===== config.mk =====
export PLATFORM = sky130hd
export DESIGN_NAME = mc5_core
export DESIGN_NICKNAME = d
export VERILOG_FILES = /design/src/rtl/mc5_pkg.sv /design/src/rtl/mc5_seq.sv /design/src/rtl/mc5_regfile.sv /design/src/rtl/mc5_alu.sv /design/src/rtl/mc5_core.sv
export SDC_FILE = /design/constraint.sdc
export NUM_CORES = 1
export LEC_CHECK = 0
export BUFFER_PORTS_ARGS = -buffer_cell sky130_fd_sc_hd__buf_2
export CORE_MARGIN = 1.5
export CORE_UTILIZATION = 50
export DETAILED_ROUTE_END_ITERATION = 12
export PLACE_DENSITY = 0.67
export SETUP_SLACK_MARGIN = 0.5
export SYNTH_ARGS = -nofsm -noshare
export SYNTH_HDL_FRONTEND = slang
export SYNTH_HIERARCHICAL = 1
export SYNTH_SLANG_ARGS = --single-unit

===== constraint.sdc =====
create_clock -name clk -period 6.5 [get_ports clk]
set_input_delay 0.975 -clock clk [delete_from_list [all_inputs] [get_ports clk]]
set_output_delay 0.975 -clock clk [all_outputs]
set_load 0.005 [all_outputs]

===== src/rtl/mc5_pkg.sv =====
package mc5_pkg;

  typedef enum logic [2:0] {
    ST_FETCH   = 3'd0,
    ST_FETCH_W = 3'd1,
    ST_DECODE  = 3'd2,
    ST_ALU     = 3'd3,
    ST_MEM     = 3'd4,
    ST_MEM_W   = 3'd5,
    ST_WB      = 3'd6
  } mc5_state_e;

  typedef enum logic [1:0] {
    SZ_WORD  = 2'd0,
    SZ_LO    = 2'd1,
    SZ_HI    = 2'd2,
    SZ_WORD2 = 2'd3
  } mc5_size_e;

  localparam logic [3:0] OP_ADD  = 4'd1;
  localparam logic [3:0] OP_MOVI = 4'd2;
  localparam logic [3:0] OP_MOVM = 4'd3;

  localparam int NREG = 4;
  localparam int RW   = $clog2(NREG);

  // upper ten bits of an instruction word; the low six are dropped at fetch
  typedef struct packed {
    logic [3:0]      op;
    logic [RW-1:0]   dst;
    logic [RW-1:0]   src;
    mc5_size_e       size;
  } mc5_insn_t;

  function automatic logic has_opnd(input logic [3:0] op);
    return (op == OP_MOVI) || (op == OP_MOVM);
  endfunction

  function automatic logic [1:0] lane_mask(input mc5_size_e sz);
    case (sz)
      SZ_LO:   return 2'b01;
      SZ_HI:   return 2'b10;
      default: return 2'b11;
    endcase
  endfunction

endpackage


===== src/rtl/mc5_seq.sv =====
module mc5_seq
  import mc5_pkg::*;
(
  input  logic       clk,
  input  logic       rst_n,
  output mc5_state_e state,
  output logic       done
);

  mc5_state_e state_q, state_d;

  always_comb begin
    case (state_q)
      ST_FETCH:   state_d = ST_FETCH_W;
      ST_FETCH_W: state_d = ST_DECODE;
      ST_DECODE:  state_d = ST_ALU;
      ST_ALU:     state_d = ST_MEM;
      ST_MEM:     state_d = ST_MEM_W;
      ST_MEM_W:   state_d = ST_WB;
      default:    state_d = ST_FETCH;
    endcase
  end

  always_ff @(posedge clk or negedge rst_n) begin
    if (!rst_n) state_q <= ST_FETCH;
    else        state_q <= state_d;
  end

  assign state = state_q;
  assign done  = (state_q == ST_WB);

endmodule


===== src/rtl/mc5_regfile.sv =====
module mc5_regfile
  import mc5_pkg::*;
#(
  parameter int DW = 16
) (
  input  logic             clk,
  input  logic             rst_n,
  input  logic             we,
  input  logic [RW-1:0]    wr_idx,
  input  logic [1:0]       wr_lanes,
  input  logic [DW-1:0]    wr_data,
  input  logic [RW-1:0]    rd_a_idx,
  input  logic [RW-1:0]    rd_b_idx,
  output logic [DW-1:0]    rd_a,
  output logic [DW-1:0]    rd_b,
  output logic [NREG*DW-1:0] all_q
);

  localparam int BW = DW / 2;

  logic [BW-1:0] lane_q [NREG][2];

  for (genvar r = 0; r < NREG; r++) begin : g_reg
    for (genvar l = 0; l < 2; l++) begin : g_lane
      logic lane_en;
      assign lane_en = we && (wr_idx == RW'(r)) && wr_lanes[l];
      always_ff @(posedge clk or negedge rst_n) begin
        if (!rst_n)       lane_q[r][l] <= '0;
        else if (lane_en) lane_q[r][l] <= wr_data[l*BW +: BW];
      end
    end
    assign all_q[r*DW +: DW] = {lane_q[r][1], lane_q[r][0]};
  end

  assign rd_a = {lane_q[rd_a_idx][1], lane_q[rd_a_idx][0]};
  assign rd_b = {lane_q[rd_b_idx][1], lane_q[rd_b_idx][0]};

endmodule


===== src/rtl/mc5_alu.sv =====
module mc5_alu
  import mc5_pkg::*;
#(
  parameter int DW = 16
) (
  input  logic [DW-1:0] a,
  input  logic [DW-1:0] b,
  input  mc5_size_e     size,
  output logic [DW-1:0] y
);

  localparam int BW = DW / 2;

  logic [BW-1:0] a_byte, b_byte, s_byte;

  always_comb begin
    if (size == SZ_HI) begin
      a_byte = a[DW-1:BW];
      b_byte = b[DW-1:BW];
    end else begin
      a_byte = a[BW-1:0];
      b_byte = b[BW-1:0];
    end
    s_byte = a_byte + b_byte;
    if (size == SZ_LO || size == SZ_HI) y = {s_byte, s_byte};
    else                                y = a + b;
  end

endmodule


===== src/rtl/mc5_core.sv =====
module mc5_core
  import mc5_pkg::*;
#(
  parameter int DW = 16
) (
  input  logic               clk,
  input  logic               rst_n,
  output logic               mem_rd,
  output logic [DW-1:0]      mem_addr,
  input  logic [DW-1:0]      mem_rdata,
  output logic               done,
  output logic [2:0]         dbg_state,
  output logic [DW-1:0]      dbg_pc,
  output logic [NREG*DW-1:0] dbg_regs
);

  localparam int BW = DW / 2;
  localparam int IW = $bits(mc5_insn_t);

  mc5_state_e    state;
  mc5_insn_t     ir_q;
  logic [DW-1:0] pc_q, mar_q, opa_q, opb_q, res_q;
  logic [DW-1:0] rd_a, rd_b, alu_y, load_val;
  logic          is_byte, opnd, is_movm, writes;
  logic          ir_en, pc_en, opr_en, mar_en, res_en;
  logic [DW-1:0] pc_d, res_d;

  mc5_seq u_seq (
    .clk   (clk),
    .rst_n (rst_n),
    .state (state),
    .done  (done)
  );

  assign is_byte = (ir_q.size == SZ_LO) || (ir_q.size == SZ_HI);
  assign opnd    = has_opnd(ir_q.op);
  assign is_movm = (ir_q.op == OP_MOVM);
  assign writes  = (ir_q.op == OP_ADD) || opnd;

  // load data: low byte copied into both lanes for byte sizes
  assign load_val = is_byte ? {mem_rdata[BW-1:0], mem_rdata[BW-1:0]} : mem_rdata;

  // memory port
  always_comb begin
    mem_rd   = 1'b0;
    mem_addr = pc_q;
    case (state)
      ST_FETCH:  mem_rd = 1'b1;
      ST_DECODE: mem_rd = opnd;
      ST_MEM: begin
        mem_rd   = is_movm;
        mem_addr = mar_q;
      end
      default: ;
    endcase
  end

  // clock enables and next values
  assign ir_en  = (state == ST_FETCH_W);
  assign opr_en = (state == ST_DECODE);
  assign mar_en = (state == ST_ALU) && is_movm;
  assign pc_en  = (state == ST_FETCH_W) || ((state == ST_DECODE) && opnd);
  assign pc_d   = pc_q + DW'(1);

  always_comb begin
    res_en = 1'b0;
    res_d  = alu_y;
    if (state == ST_ALU && ir_q.op == OP_ADD) begin
      res_en = 1'b1;
    end else if (state == ST_ALU && ir_q.op == OP_MOVI) begin
      res_en = 1'b1;
      res_d  = load_val;
    end else if (state == ST_MEM_W && is_movm) begin
      res_en = 1'b1;
      res_d  = load_val;
    end
  end

  always_ff @(posedge clk or negedge rst_n) begin
    if (!rst_n)     ir_q <= '0;
    else if (ir_en) ir_q <= mc5_insn_t'(mem_rdata[DW-1 -: IW]);
  end

  always_ff @(posedge clk or negedge rst_n) begin
    if (!rst_n)     pc_q <= '0;
    else if (pc_en) pc_q <= pc_d;
  end

  always_ff @(posedge clk or negedge rst_n) begin
    if (!rst_n) begin
      opa_q <= '0;
      opb_q <= '0;
    end else if (opr_en) begin
      opa_q <= rd_a;
      opb_q <= rd_b;
    end
  end

  always_ff @(posedge clk or negedge rst_n) begin
    if (!rst_n)      mar_q <= '0;
    else if (mar_en) mar_q <= mem_rdata;
  end

  always_ff @(posedge clk or negedge rst_n) begin
    if (!rst_n)      res_q <= '0;
    else if (res_en) res_q <= res_d;
  end

  mc5_alu #(.DW(DW)) u_alu (
    .a    (opa_q),
    .b    (opb_q),
    .size (ir_q.size),
    .y    (alu_y)
  );

  mc5_regfile #(.DW(DW)) u_rf (
    .clk      (clk),
    .rst_n    (rst_n),
    .we       ((state == ST_WB) && writes),
    .wr_idx   (ir_q.dst),
    .wr_lanes (lane_mask(ir_q.size)),
    .wr_data  (res_q),
    .rd_a_idx (ir_q.dst),
    .rd_b_idx (ir_q.src),
    .rd_a     (rd_a),
    .rd_b     (rd_b),
    .all_q    (dbg_regs)
  );

  assign dbg_state = state;
  assign dbg_pc    = pc_q;

endmodule


==> impl_metrics.env, run 1 <==
export IMPL_status="complete, no violations"
export IMPL_cts_repair_resized=0
export IMPL_slew_headroom_pct=21.4
export IMPL_reg2reg_depth=14
export IMPL_hold_viol_final=0
export IMPL_setup_viol=0
export IMPL_place_congestion=0.882
export IMPL_die_x_microns=137
export IMPL_crit_fanout=16
export IMPL_multi_input_area_sq_um=4750
export IMPL_grt_max_degree=95
export IMPL_die_h_microns=137
export IMPL_vdd_ir_drop_worst_v=0.000188
export IMPL_drive_gt1_share_pct=49.6
export IMPL_globalRouteTotalUtil_pct=26.0
export IMPL_finalPower_w=0.00253
export IMPL_synth_flop_cell="dfrtp_1"
export IMPL_yosysSeqAreaShare_pct=43.6
export IMPL_finalSetupTns_ns=0
export IMPL_syn_inst=665
export IMPL_syn_area_sq_um=9010
export IMPL_place_hpwl_microns=16900
export IMPL_placed_area_sq_um=9660
export IMPL_p_per_area_nw_per_um2=246
export IMPL_via_per_inst=6.06
export IMPL_nNetsFinal=821
export IMPL_yosysWarnings=6
export IMPL_fmax_mhz=278
export IMPL_grt_first_pass_wirelength_microns=36200
export IMPL_dieArea_sq_um=18800
export IMPL_routedWlPerCell_microns=22.9
export IMPL_drtIter0Drc=342
export IMPL_synth_top_family_by_area="multiplexers"
export IMPL_syn_nets=712
export IMPL_htree_num_levels=4
export IMPL_synthAdderAreaFrac_pct=4.19
export IMPL_ys_ff_latch=157
export IMPL_insertion_delay_ns=0.43
export IMPL_crit_path_start_kind="flop"
export IMPL_synthMuxAreaShare_pct=29.0
export IMPL_synth_compound_area_share_pct=8.25
export IMPL_drt_wl_total_microns=23200
export IMPL_rows=48
export IMPL_total_leakage_power_nw=5.22
export IMPL_finalMaxSlewViolations=0
export IMPL_grt_overflow_total=0
export IMPL_whs_ns=0.505
export IMPL_antenna_found_initial=0
export IMPL_synth_xor_area_share_pct=3.40
export IMPL_synth_simple_gate_area_share_pct=7.78
export IMPL_async_flop_share_pct=100
export IMPL_regArea_sq_um=3930
export IMPL_start_util_pct=51.5
export IMPL_cts_made_buffers=17
export IMPL_hold_buffers=0
export IMPL_num_antenna_cells=0
export IMPL_clock_sinks=157
export IMPL_cp_required_ns=5.52
export IMPL_clk_pin_slew_ns=0.06
export IMPL_cts_buffer_depth=2
export IMPL_drc_errors=0
export IMPL_fp_coreArea_sq_um=17500
export IMPL_cts_root_buf="clkbuf_16"
export IMPL_cp_arrival_ns=2.63
export IMPL_critPathCaptureType="primary output"
export IMPL_nFillCells=1401
export IMPL_rsz0062_at_grt="false"
export IMPL_synth_edf_count=0
export IMPL_hold_path_depth=1
export IMPL_post_cts_buffers=0
export IMPL_grt_pass1_vias=6289
export IMPL_stdcell_area_sq_um=10300
export IMPL_hp_class="reg -> reg"
export IMPL_place_ws_ns=3.30
export IMPL_syn_avg_cell_area_sq_um=13.5
export IMPL_ant_nets=0
export IMPL_fin_skew_ns=0.0109
export IMPL_portBuffers=118
export IMPL_yosysUniqueCellTypes=67
export IMPL_period_share_pct=55.4
export IMPL_area_growth_pct=13.9
export IMPL_worstSetupPathType="reg -> out"
export IMPL_io_pins=119
export IMPL_num_vias=6132
export IMPL_cts_tree="built"
export IMPL_dr_pass1_iters=5
export IMPL_tightest_slew_ns=1.17
export IMPL_layout_setup_ws_ns=2.90
export IMPL_drv_cap=0
export IMPL_fin_crit_ns=3.60
[layer usage]
metal / track usage, % / wire length (microns)
met1: 34.4 / 9990
met5: 0 / 0
met4: 10.2 / 665
met2: 42.9 / 11400
met3: 4.27 / 1120
[synthesized netlist by cell type (5+ instances only)]
cell / n / area, sq um
mux2i_1: 12 / 120
o21ai_0: 11 / 55.1
dfrtp_1: 157 / 3930
a221o_2: 6 / 67.6
ha_1: 27 / 338
nand3_1: 8 / 40.0
buf_6: 14 / 158
nor3_1: 8 / 40.0
mux2_4: 16 / 240
clkbuf_1: 5 / 18.8
a21oi_1: 18 / 90.1
a22o_2: 8 / 80.1
mux2_2: 136 / 1530
mux4_2: 32 / 721
a21o_1: 10 / 75.1
nand4_1: 5 / 31.3
xnor2_1: 17 / 149
inv_1: 16 / 60.1
nand2_1: 22 / 82.6
nand4b_4: 5 / 119
nor2_1: 23 / 86.3
buf_2: 8 / 40.0
a21o_2: 9 / 78.8
xor2_1: 18 / 158
[kinds of logic after synthesis]
group	count (synthesis)
muxes	196
buffers and inverters	50
xor gates and xnor gates	35
and+or+nand+nor	102
AOI/OAI and AO/OA	96
DFF	157
adders and majority gates	29
[layout by cell type (no fill, tap or decap), types with 17 or more instances in the layout]
master       n
nand2_1     22
a21oi_1     18
buf_2      117
ha_1        27
clkbuf_16   17
mux2_2     136
mux4_2      32
xnor2_1     17
dfrtp_1    157
nor2_1      23
xor2_1      18
[path summary, 6_finish.rpt]
| check | slack (ns) | to | start |
|---|---|---|---|
| worst max-delay path | 2.90 | mem_addr[8] | u_seq/state[2]$_DFF_PN0_ |
| worst min-delay path | 0.51 | mar_q[13]$_DFFE_PN0P_ | mar_q[13]$_DFFE_PN0P_ |
| worst max register to register | 3.34 | res_q[6]$_DFFE_PN0P_ | ir_q[0]$_DFFE_PN0P_ |
| worst min register to register | 0.51 | mar_q[13]$_DFFE_PN0P_ | mar_q[13]$_DFFE_PN0P_ |
| max in group asynchronous | 4.56 | u_rf/all_q[41]$_DFFE_PN0P_ | rst_n |
| min in group asynchronous | 0.61 | u_rf/all_q[3]$_DFFE_PN0P_ | rst_n |
[power by group]
| part | internal (W) | total [W] | switching, W |
|---|---|---|---|
| clock | 0.000600 | 0.00101 | 0.000412 |
| sequential | 0.00106 | 0.00117 | 0.000112 |
| combinational | 0.000186 | 0.000342 | 0.000157 |
| total | 0.00184 | 0.00253 | 0.000681 |
[through the flow]
| step | cells | util, % |
|---|---|---|
| 2_1_floorplan | 665 | - |
| 3_3_place_gp | 980 | 55.3 |
| 3_5_place_dp | 980 | 55.3 |
| 4_1_cts | 1012 | 58.7 |
| 5_1_grt | 1012 | 58.7 |
| 6_report | 1012 | 58.7 |
[state kept, by name (all words and copies together), names as in the netlist]
register and flops:
dbg_pc 16, mar_q 16, opa_q 16, u_seq/state 3, ir_q 10, res_q 16
u_rf/all_q 64, opb_q 16
[final cells by class]
type | count | area share, %
repair buffers | 124 | 6.26
inverters | 16 | 0.585
flip-flops and latches | 157 | 38.3
multi-input cells | 458 | 46.3
clock inverters | 11 | 1.26
well taps | 225 | 2.74
clock buffers | 21 | 4.59
[critical path, stage by stage, from the launching register on]
cell and delay [ns]:
dfrtp_1 0.63, nor3b_2 1.01, mux2_2 0.43, buf_2 0.13
(Power assumes the default switching activity.)
==> run 2, diff against run 1 <==
- PLACE_DENSITY: 0.67 -> 0.69
- clock period: 6.5 -> 3.2 ns (I/O delays scaled with it)
==> impl_metrics.env, run 2 (synthesis results as in run 1) <==
export IMPL_status="complete, no violations"
export IMPL_dr_pass1_iters=5
export IMPL_htree_num_levels=4
export IMPL_finalPower_w=0.00520
export IMPL_drive_gt1_share_pct=52.7
export IMPL_via_per_inst=5.94
export IMPL_max_stage_delay_ns=0.38
export IMPL_die_x_microns=137
export IMPL_portBuffers=118
export IMPL_mostFrequentLayoutCell="dfrtp_1"
export IMPL_rows=48
export IMPL_die_h_microns=137
export IMPL_critPathCaptureType="flop"
export IMPL_hold_viol_final=0
export IMPL_slew_headroom_pct=29.9
export IMPL_globalRouteTotalUtil_pct=26.2
export IMPL_routedWlPerCell_microns=22.8
export IMPL_grt_max_degree=73
export IMPL_hp_class="in -> async"
export IMPL_rrSetupSlack_ns=0.38
export IMPL_area_growth_pct=17.2
export IMPL_finalMaxSlewViolations=0
export IMPL_io_pins=119
export IMPL_tightest_slew_ns=1.05
export IMPL_num_antenna_cells=0
export IMPL_cts_made_buffers=17
export IMPL_fin_skew_ns=0.00971
export IMPL_startpoint="ir_q[0]$_DFFE_PN0P_"
export IMPL_crit_fanout=5
export IMPL_crit_chain="inv_2 -> ha_4 -> mux2_4 -> ha_4 -> inv_2 -> fa_2 -> nor2b_2 -> o31a_1 -> o21a_1 -> nor2_2 -> xor2_1 -> o21ai_1 -> a22o_2 -> a21o_2"
export IMPL_drtIter0Drc=305
export IMPL_clk_pin_slew_ns=0.06
export IMPL_cts_root_buf="clkbuf_16"
export IMPL_nFillCells=1397
export IMPL_place_ws_ns=0.141
export IMPL_antenna_found_initial=0
export IMPL_clock_sinks=157
export IMPL_cts_buffer_depth=2
export IMPL_r2r_end="res_q[6]$_DFFE_PN0P_"
export IMPL_multi_input_area_sq_um=4890
export IMPL_dieArea_sq_um=18800
export IMPL_cts_tree="built"
export IMPL_rr_startpoint="ir_q[0]$_DFFE_PN0P_"
export IMPL_crit_path_start_kind="flop"
export IMPL_worstSetupPathType="reg -> reg"
export IMPL_period_share_pct=88.1
export IMPL_largest_reg_flops=64
export IMPL_drt_wl_total_microns=23500
export IMPL_fmax_mhz=355
export IMPL_cp_slowest_cell="dfrtp_1"
export IMPL_setup_viol=0
export IMPL_layout_setup_ws_ns=0.381
export IMPL_start_util_pct=51.5
export IMPL_drc_errors=0
export IMPL_ant_nets=0
export IMPL_rsz0062_at_grt="true"
export IMPL_vdd_ir_drop_worst_v=0.000377
export IMPL_p_per_area_nw_per_um2=492
export IMPL_final_cell_mix="156 x dfrtp_1, 131 x mux2_2, 117 x buf_2"
export IMPL_grt_first_pass_wirelength_microns=36600
export IMPL_place_congestion=0.873
export IMPL_regArea_sq_um=3930
export IMPL_finalSetupTns_ns=0
export IMPL_drv_cap=0
export IMPL_grt_pass1_vias=6417
export IMPL_insertion_delay_ns=0.43
export IMPL_total_leakage_power_nw=5.30
export IMPL_cp_arrival_ns=3.14
export IMPL_reg2reg_depth=14
export IMPL_place_hpwl_microns=17000
export IMPL_nNetsFinal=837
export IMPL_fin_crit_ns=2.82
export IMPL_num_vias=6107
export IMPL_cp_required_ns=3.52
export IMPL_fp_coreArea_sq_um=17500
export IMPL_grt_overflow_total=0
run 2: cell count changes in the layout (fill, tap and decap cells not counted), moves of 3 or more:
cell / previous run / this run
buf_4: 6 / 19
ha_1: 27 / 19
ha_4: 0 / 7
mux2_2: 136 / 131
mux2_4: 16 / 21
inv_6: 4 / 1
run 2: repair_timing:
action,CTS,global route
gates resized for setup,14,7
pin swaps,5,8
buffers inserted,5,4
setup endpoints to repair,10,10
hold buffers,0,0
run 2: per-layer routing:
| metal | vias to the layer above | part of all wire [%] | routed length (microns) | GRT usage (%) |
|---|---|---|---|---|
| met4 | 0 | 2.6 | 621 | 10.5 |
| met1 | 3137 | 44 | 10200 | 34.3 |
| met5 | - | 0 | 0 | 0 |
| li1 | 2750 | - | - | - |
| met2 | 179 | 50 | 11600 | 43.1 |
| met3 | 41 | 4.3 | 1010 | 4.86 |
run 2: through the flow:
step,hold WS [ns],instance area [sq um],cells,utilization [%]
floorplan,0.184,9070,665,-
global placement,0.486,9760,987,55.9
detailed placement,0.495,9760,987,55.9
CTS,0.0841,10500,1024,60.1
global route,0.120,10600,1028,60.4
finish,0.0666,10600,1028,60.4
run 2: final cells by class:
| class | count | share of cell area [%] |
|---|---|---|
| clock buffer | 22 | 4.40 |
| clock inverter | 10 | 1.30 |
| inverter | 16 | 0.569 |
| multi-input combinational | 458 | 46.3 |
| sequential | 157 | 37.2 |
| tap | 225 | 2.67 |
| timing repair buffer | 140 | 7.49 |
run 2: worst max-delay path by stage:
stage,to,slack (ns),cells after the start
2_1_floorplan,res_q[6]$_DFFE_PN0P_,0.40,15
3_3_place_gp,res_q[7]$_DFFE_PN0P_,0.17,12
3_5_place_dp,res_q[6]$_DFFE_PN0P_,0.14,12
4_1_cts,res_q[6]$_DFFE_PN0P_,0.39,14
5_1_grt,res_q[6]$_DFFE_PN0P_,0.24,14
6_report,res_q[6]$_DFFE_PN0P_,0.38,14
run 2: worst max-delay path: cells and delay by family, from the launching register on:
| family | cells | cell delay, ns |
|---|---|---|
| buf+inv | 2 | 0.15 |
| fa+ha+maj | 3 | 0.56 |
| mux | 1 | 0.32 |
| simple gates | 2 | 0.15 |
| compound gates | 5 | 0.96 |
| flops | 1 | 0.38 |
| xor+xnor | 1 | 0.19 |
run 2: report_power, final:
group,internal [W],switching [W]
logic,0.000400,0.000334
registers,0.00215,0.000227
clock network,0.00127,0.000818
